[src/rtl/hz_pkg.sv]
package hz_pkg;
  localparam int unsigned REG_AW = 5;

  typedef enum logic [1:0] {
    SRC_RF  = 2'b00,
    SRC_WB  = 2'b01,
    SRC_MEM = 2'b10
  } fwd_e;
endpackage

[src/rtl/hz_fwd_sel.sv]
module hz_fwd_sel #(
  parameter int unsigned AW = 5
) (
  input  logic [AW-1:0] src,
  input  logic [AW-1:0] mem_rd,
  input  logic          mem_wr,
  input  logic [AW-1:0] wb_rd,
  input  logic          wb_wr,
  output hz_pkg::fwd_e  sel
);
  localparam logic [AW-1:0] ZERO_REG = '0;

  logic mem_hit;
  logic wb_hit;

  always_comb begin
    mem_hit = mem_wr && (mem_rd != ZERO_REG) && (mem_rd == src);
    wb_hit  = wb_wr  && (wb_rd  != ZERO_REG) && (wb_rd  == src);
  end

  // younger producer first
  always_comb begin
    if (mem_hit)     sel = hz_pkg::SRC_MEM;
    else if (wb_hit) sel = hz_pkg::SRC_WB;
    else             sel = hz_pkg::SRC_RF;
  end
endmodule

[src/rtl/hz_load_interlock.sv]
module hz_load_interlock #(
  parameter int unsigned AW = 5
) (
  input  logic [AW-1:0] id_rs1,
  input  logic [AW-1:0] id_rs2,
  input  logic [AW-1:0] ex_rd,
  input  logic          ex_wr,
  input  logic          ex_load,
  output logic          lu_hit
);
  localparam logic [AW-1:0] ZERO_REG = '0;

  logic producer_ok;
  logic rs_match;

  always_comb begin
    producer_ok = ex_load && ex_wr && (ex_rd != ZERO_REG);
    rs_match    = (ex_rd == id_rs1) || (ex_rd == id_rs2);
    lu_hit      = producer_ok && rs_match;
  end
endmodule

[src/rtl/hz_branch_ctl.sv]
module hz_branch_ctl (
  input  logic clk,
  input  logic rst_n,
  input  logic lu_hit,
  input  logic br_taken,
  output logic hold_front,
  output logic bubble_idex,
  output logic flush_ifid,
  output logic flush_idex,
  output logic pc_redirect
);
  // a taken branch discards the dependent instruction anyway
  always_comb begin
    hold_front  = lu_hit && !br_taken;
    bubble_idex = lu_hit && !br_taken;
    flush_ifid  = br_taken;
    flush_idex  = br_taken;
    pc_redirect = br_taken;
  end

  AST_FLUSH_BEATS_HOLD: assert property (@(posedge clk) disable iff (!rst_n)
    flush_idex |-> (!hold_front && !bubble_idex));
  AST_HOLD_WITH_BUBBLE: assert property (@(posedge clk) disable iff (!rst_n)
    hold_front |-> bubble_idex);
  AST_FLUSH_PAIR: assert property (@(posedge clk) disable iff (!rst_n)
    pc_redirect |-> (flush_ifid && flush_idex));
endmodule

[src/rtl/hz_unit.sv]
module hz_unit #(
  parameter int unsigned AW = hz_pkg::REG_AW
) (
  input  logic          clk,
  input  logic          rst_n,
  input  logic [AW-1:0] id_rs1,
  input  logic [AW-1:0] id_rs2,
  input  logic [AW-1:0] ex_rs1,
  input  logic [AW-1:0] ex_rs2,
  input  logic [AW-1:0] ex_rd,
  input  logic          ex_wr,
  input  logic          ex_load,
  input  logic [AW-1:0] mem_rd,
  input  logic          mem_wr,
  input  logic [AW-1:0] wb_rd,
  input  logic          wb_wr,
  input  logic          br_taken,
  output logic [1:0]    fwd_a,
  output logic [1:0]    fwd_b,
  output logic          hold_front,
  output logic          bubble_idex,
  output logic          flush_ifid,
  output logic          flush_idex,
  output logic          pc_redirect
);
  localparam int unsigned NSRC = 2;
  localparam logic [AW-1:0] ZERO_REG = '0;

  logic [NSRC-1:0][AW-1:0] ex_src;
  hz_pkg::fwd_e            sel [NSRC];
  logic                    lu_hit;

  always_comb begin
    ex_src[0] = ex_rs1;
    ex_src[1] = ex_rs2;
  end

  for (genvar g = 0; g < NSRC; g++) begin : g_src
    hz_fwd_sel #(.AW(AW)) u_sel (
      .src    (ex_src[g]),
      .mem_rd (mem_rd),
      .mem_wr (mem_wr),
      .wb_rd  (wb_rd),
      .wb_wr  (wb_wr),
      .sel    (sel[g])
    );
  end

  always_comb begin
    fwd_a = sel[0];
    fwd_b = sel[1];
  end

  hz_load_interlock #(.AW(AW)) u_lu (
    .id_rs1  (id_rs1),
    .id_rs2  (id_rs2),
    .ex_rd   (ex_rd),
    .ex_wr   (ex_wr),
    .ex_load (ex_load),
    .lu_hit  (lu_hit)
  );

  hz_branch_ctl u_br (
    .clk         (clk),
    .rst_n       (rst_n),
    .lu_hit      (lu_hit),
    .br_taken    (br_taken),
    .hold_front  (hold_front),
    .bubble_idex (bubble_idex),
    .flush_ifid  (flush_ifid),
    .flush_idex  (flush_idex),
    .pc_redirect (pc_redirect)
  );

  AST_FWD_LEGAL: assert property (@(posedge clk) disable iff (!rst_n)
    (fwd_a != 2'b11) && (fwd_b != 2'b11));
  AST_MEM_PRIORITY: assert property (@(posedge clk) disable iff (!rst_n)
    (mem_wr && mem_rd != ZERO_REG && mem_rd == ex_rs1) |-> (fwd_a == 2'b10));
  AST_NO_FWD_X0: assert property (@(posedge clk) disable iff (!rst_n)
    (ex_rs1 == ZERO_REG) |-> (fwd_a == 2'b00));
  AST_NO_HOLD_X0: assert property (@(posedge clk) disable iff (!rst_n)
    (ex_rd == ZERO_REG || !ex_load) |-> !hold_front);
  AST_IDLE_NO_FLUSH: assert property (@(posedge clk) disable iff (!rst_n)
    !br_taken |-> !(flush_ifid || flush_idex || pc_redirect));
endmodule

[config.mk]
export PLATFORM = sky130hd
export DESIGN_NAME = hz_unit
export DESIGN_NICKNAME = d
export VERILOG_FILES = /design/src/rtl/hz_pkg.sv /design/src/rtl/hz_fwd_sel.sv /design/src/rtl/hz_load_interlock.sv /design/src/rtl/hz_branch_ctl.sv /design/src/rtl/hz_unit.sv
export SDC_FILE = /design/constraint.sdc
export NUM_CORES = 1
export LEC_CHECK = 0
export BUFFER_PORTS_ARGS = -buffer_cell sky130_fd_sc_hd__buf_2
export CORE_AREA = 10 10 47 49
export DETAILED_ROUTE_END_ITERATION = 7
export DIE_AREA = 0 0 57 59
export GPL_TIMING_DRIVEN = 1
export PLACE_DENSITY = 0.8
export SETUP_SLACK_MARGIN = 0.5
export SLEW_MARGIN = 20
export SYNTH_ARGS = -nofsm -noshare
export SYNTH_HDL_FRONTEND = slang
export SYNTH_SLANG_ARGS = --single-unit
[constraint.sdc]
create_clock -name vclk -period 1.5
set_input_delay 0.075 -clock vclk [all_inputs]
set_output_delay 0.075 -clock vclk [all_outputs]
set_load 0.01 [all_outputs]
==> flow_summary_export.csv <==
group,metric,value,unit
detailed_routing,ant_nets,0,
yosys,synth.avg_cell_area,7.79,um^2
yosys,seq_area_frac_synth,0,%
layout,multiInputGateArea,482,um^2
detailed_routing,num_vias,568,
layout,fill_cells,135,
power,seqPwrFrac,0,%
global_route,grt_overflow,0,
power,combinationalPowerShare,100.0,%
layout,diodes,0,
layout,clkbuf_count,0,
detailed_routing,drc_errors,0,
worst_setup_path,endpoint_kind,"output port",
worst_setup_path,path_class,"in2out",
worst_setup_path,critPathSlowestCell,"or4_4",
global_route,use_met1,9.96,%
sta,slew_headroom,81.3,%
yosys,synth_top_cell_by_area,"xor2_1",
yosys,synth_top_area_share,39.4,%
yosys,syn_area,444,um^2
layout,drive_above_1_share,61.4,%
layout,register_area,0,um^2
yosys,synth_cell_types,13,
power,p_sw_share,48.4,%
detailed_routing,firstDrtPassIters,4,
die,rows,14,
worst_setup_path,cpPeakStageDelay,0.54,ns
yosys,syn_nets,99,
job,cap_violations,0,
sta,timing.final.crit_share,94.9,%
run_status,status,"finished, final reports clean",
sta,finalHoldViolCount,0,
global_route,grt_pass1_wl,2.76,mm
power,powerDensity,268,nW/um^2
worst_setup_path,path_cells,"buf_2, xor2_1, or4_4, nor4_4, buf_2",
die,fp.dieH,59,um
die,start_util,31.7,%
sta,drv_slew,0,
layout,seq_cells,0,
global_route,first_global_vias,668,
layout,areaGrowthSynthToFinish,78.0,%
sta,max_slew.worst_pin.slew,0.279,ns
global_route,grt_max_degree,5,
sta,fmax,0.703,GHz
power,power.switching,0.103,mW
yosys,synthCells,57,
hold_path,holdCritPathClass,"in2out",
global_route,grt.busiest_layer,"met2",
die,die_x,57,um
layout,fin_nets,145,
sta,setup_viol,0,
yosys,synthTopCellsByArea,"xor2_1, xnor2_1, buf_4",
worst_setup_path,cp_max_fo,2,
sta,setup_tns,0,ns
placed_design,io_buffers,49,
power,peakVddDrop,0.117,mV
worst_setup_path,cp.arrival,1.35,ns
worst_setup_path,cp-start-kind,"input pin",
sta,fin_crit,1.42,ns
global_route,antenna_found_initial,0,
power,power.internal,0.109,mW
power,p_leak,0.360,nW
detailed_routing,drt_iter0_drc,6,
worst_setup_path,cpMostUsedCell,"buf_2",
layout,fin_util,56.4,%
detailed_routing,routed_wirelength,1.70,mm
power,p_clk_share,0,%
detailed_routing,wl_per_cell,14.5,um
placed_design,place_congestion,0.792,
yosys,yosys_warnings,0,
die,num_io_pins,51,
clocking,ctsHoldBuffers,0,
global_route,grt.met3_usage,1.50,%
worst_setup_path,cp.required,1.42,ns
detailed_routing,viasPerCell,4.85,
placed_design,hpwlAfterDp,1.57,mm
die,core,1400,um^2
global_route,grt_use_total,9.50,%
die,dieArea,3360,um^2
global_route,grt_use_met2,20.0,%
sta,rsz0062_at_grt,"yes",
==> cell usage after synthesis <==
cell      n
nor4_1    2
nor3_1    2
o21ai_1   2
xnor2_1  10
or4_1     5
nor2_1    1
nand3_1   4
xor2_1   20
nor4_2    2
a21oi_1   1
nand2_1   1
o21ai_2   1
buf_4     6
==> cell families after synthesis <==
family                 share of synthesized area (%)
AO/OA/AOI/OAI                                   5.35
buffers and inverters                           10.1
XOR/XNOR                                        59.2
AND/OR/NAND/NOR                                 25.4
==> cell usage in the layout, fill, tap and decap left out, drive strengths merged <==
cell type | Yosys | routed
nor2 | 1 | 1
nand2 | 1 | 1
xor2 | 20 | 20
nor4 | 4 | 4
xnor2 | 10 | 10
o21ai | 3 | 3
a21oi | 1 | 1
buf | 6 | 50
nand3 | 4 | 4
or4 | 5 | 5
nor3 | 2 | 2
==> layer usage <==
| layer | share of wire, % | up-vias |
|---|---|---|
| met1 | 34 | 259 |
| met2 | 59 | 25 |
| met5 | 0 | - |
| li1 | - | 284 |
| met4 | 0 | 0 |
| met3 | 6.0 | 0 |
==> critical path: cells and delay by family <==
kind	cells	cell delay, ns
buffers and inverters	2	0.29
AND/OR/NAND/NOR	2	0.82
XOR/XNOR	1	0.15
==> final timing paths <==
kind / from / to / slack (ns) / cells past startpoint
worst max-delay path: ex_rs2[4] / fwd_b[0] / 0.08 / 5
worst min-delay path: br_taken / flush_idex / 0.38 / 2
==> power groups by stage <==
stage / registers (mW) / clock network (mW) / logic, mW
global placement: 0 / 0 / 0.187
global route: 0 / 0 / 0.232
CTS: 0 / 0 / 0.210
floorplan: 0 / 0 / 0.104
finish: 0 / 0 / 0.212
detailed placement: 0 / 0 / 0.193
==> cell type report <==
class	count	area share, %
Multi-Input combinational cell	51	60.9
Tap cell	16	2.53
Timing Repair Buffer	50	36.6
==> metrics by stage <==
stage	instance area [um^2]	power [mW]	setup WS [ns]	cells	hold slack [ns]
after detailed placement	726	0.193	0.0693	116	0.377
after global routing	791	0.232	0.0207	117	0.387
final	791	0.212	0.0771	117	0.375
after floorplan	505	0.104	0.350	57	0.242
after CTS	782	0.210	0.0698	117	0.377
after global placement	726	0.187	0.0919	116	0.373
==> what timing repair did <==
action | in CTS | in global routing
setup endpoints to repair | 6 | 6
buffers inserted | 1 | 0
pin swaps | 3 | 2
gates resized for setup | 13 | 2
No activity file was read; power rests on OpenSTA's default activity.
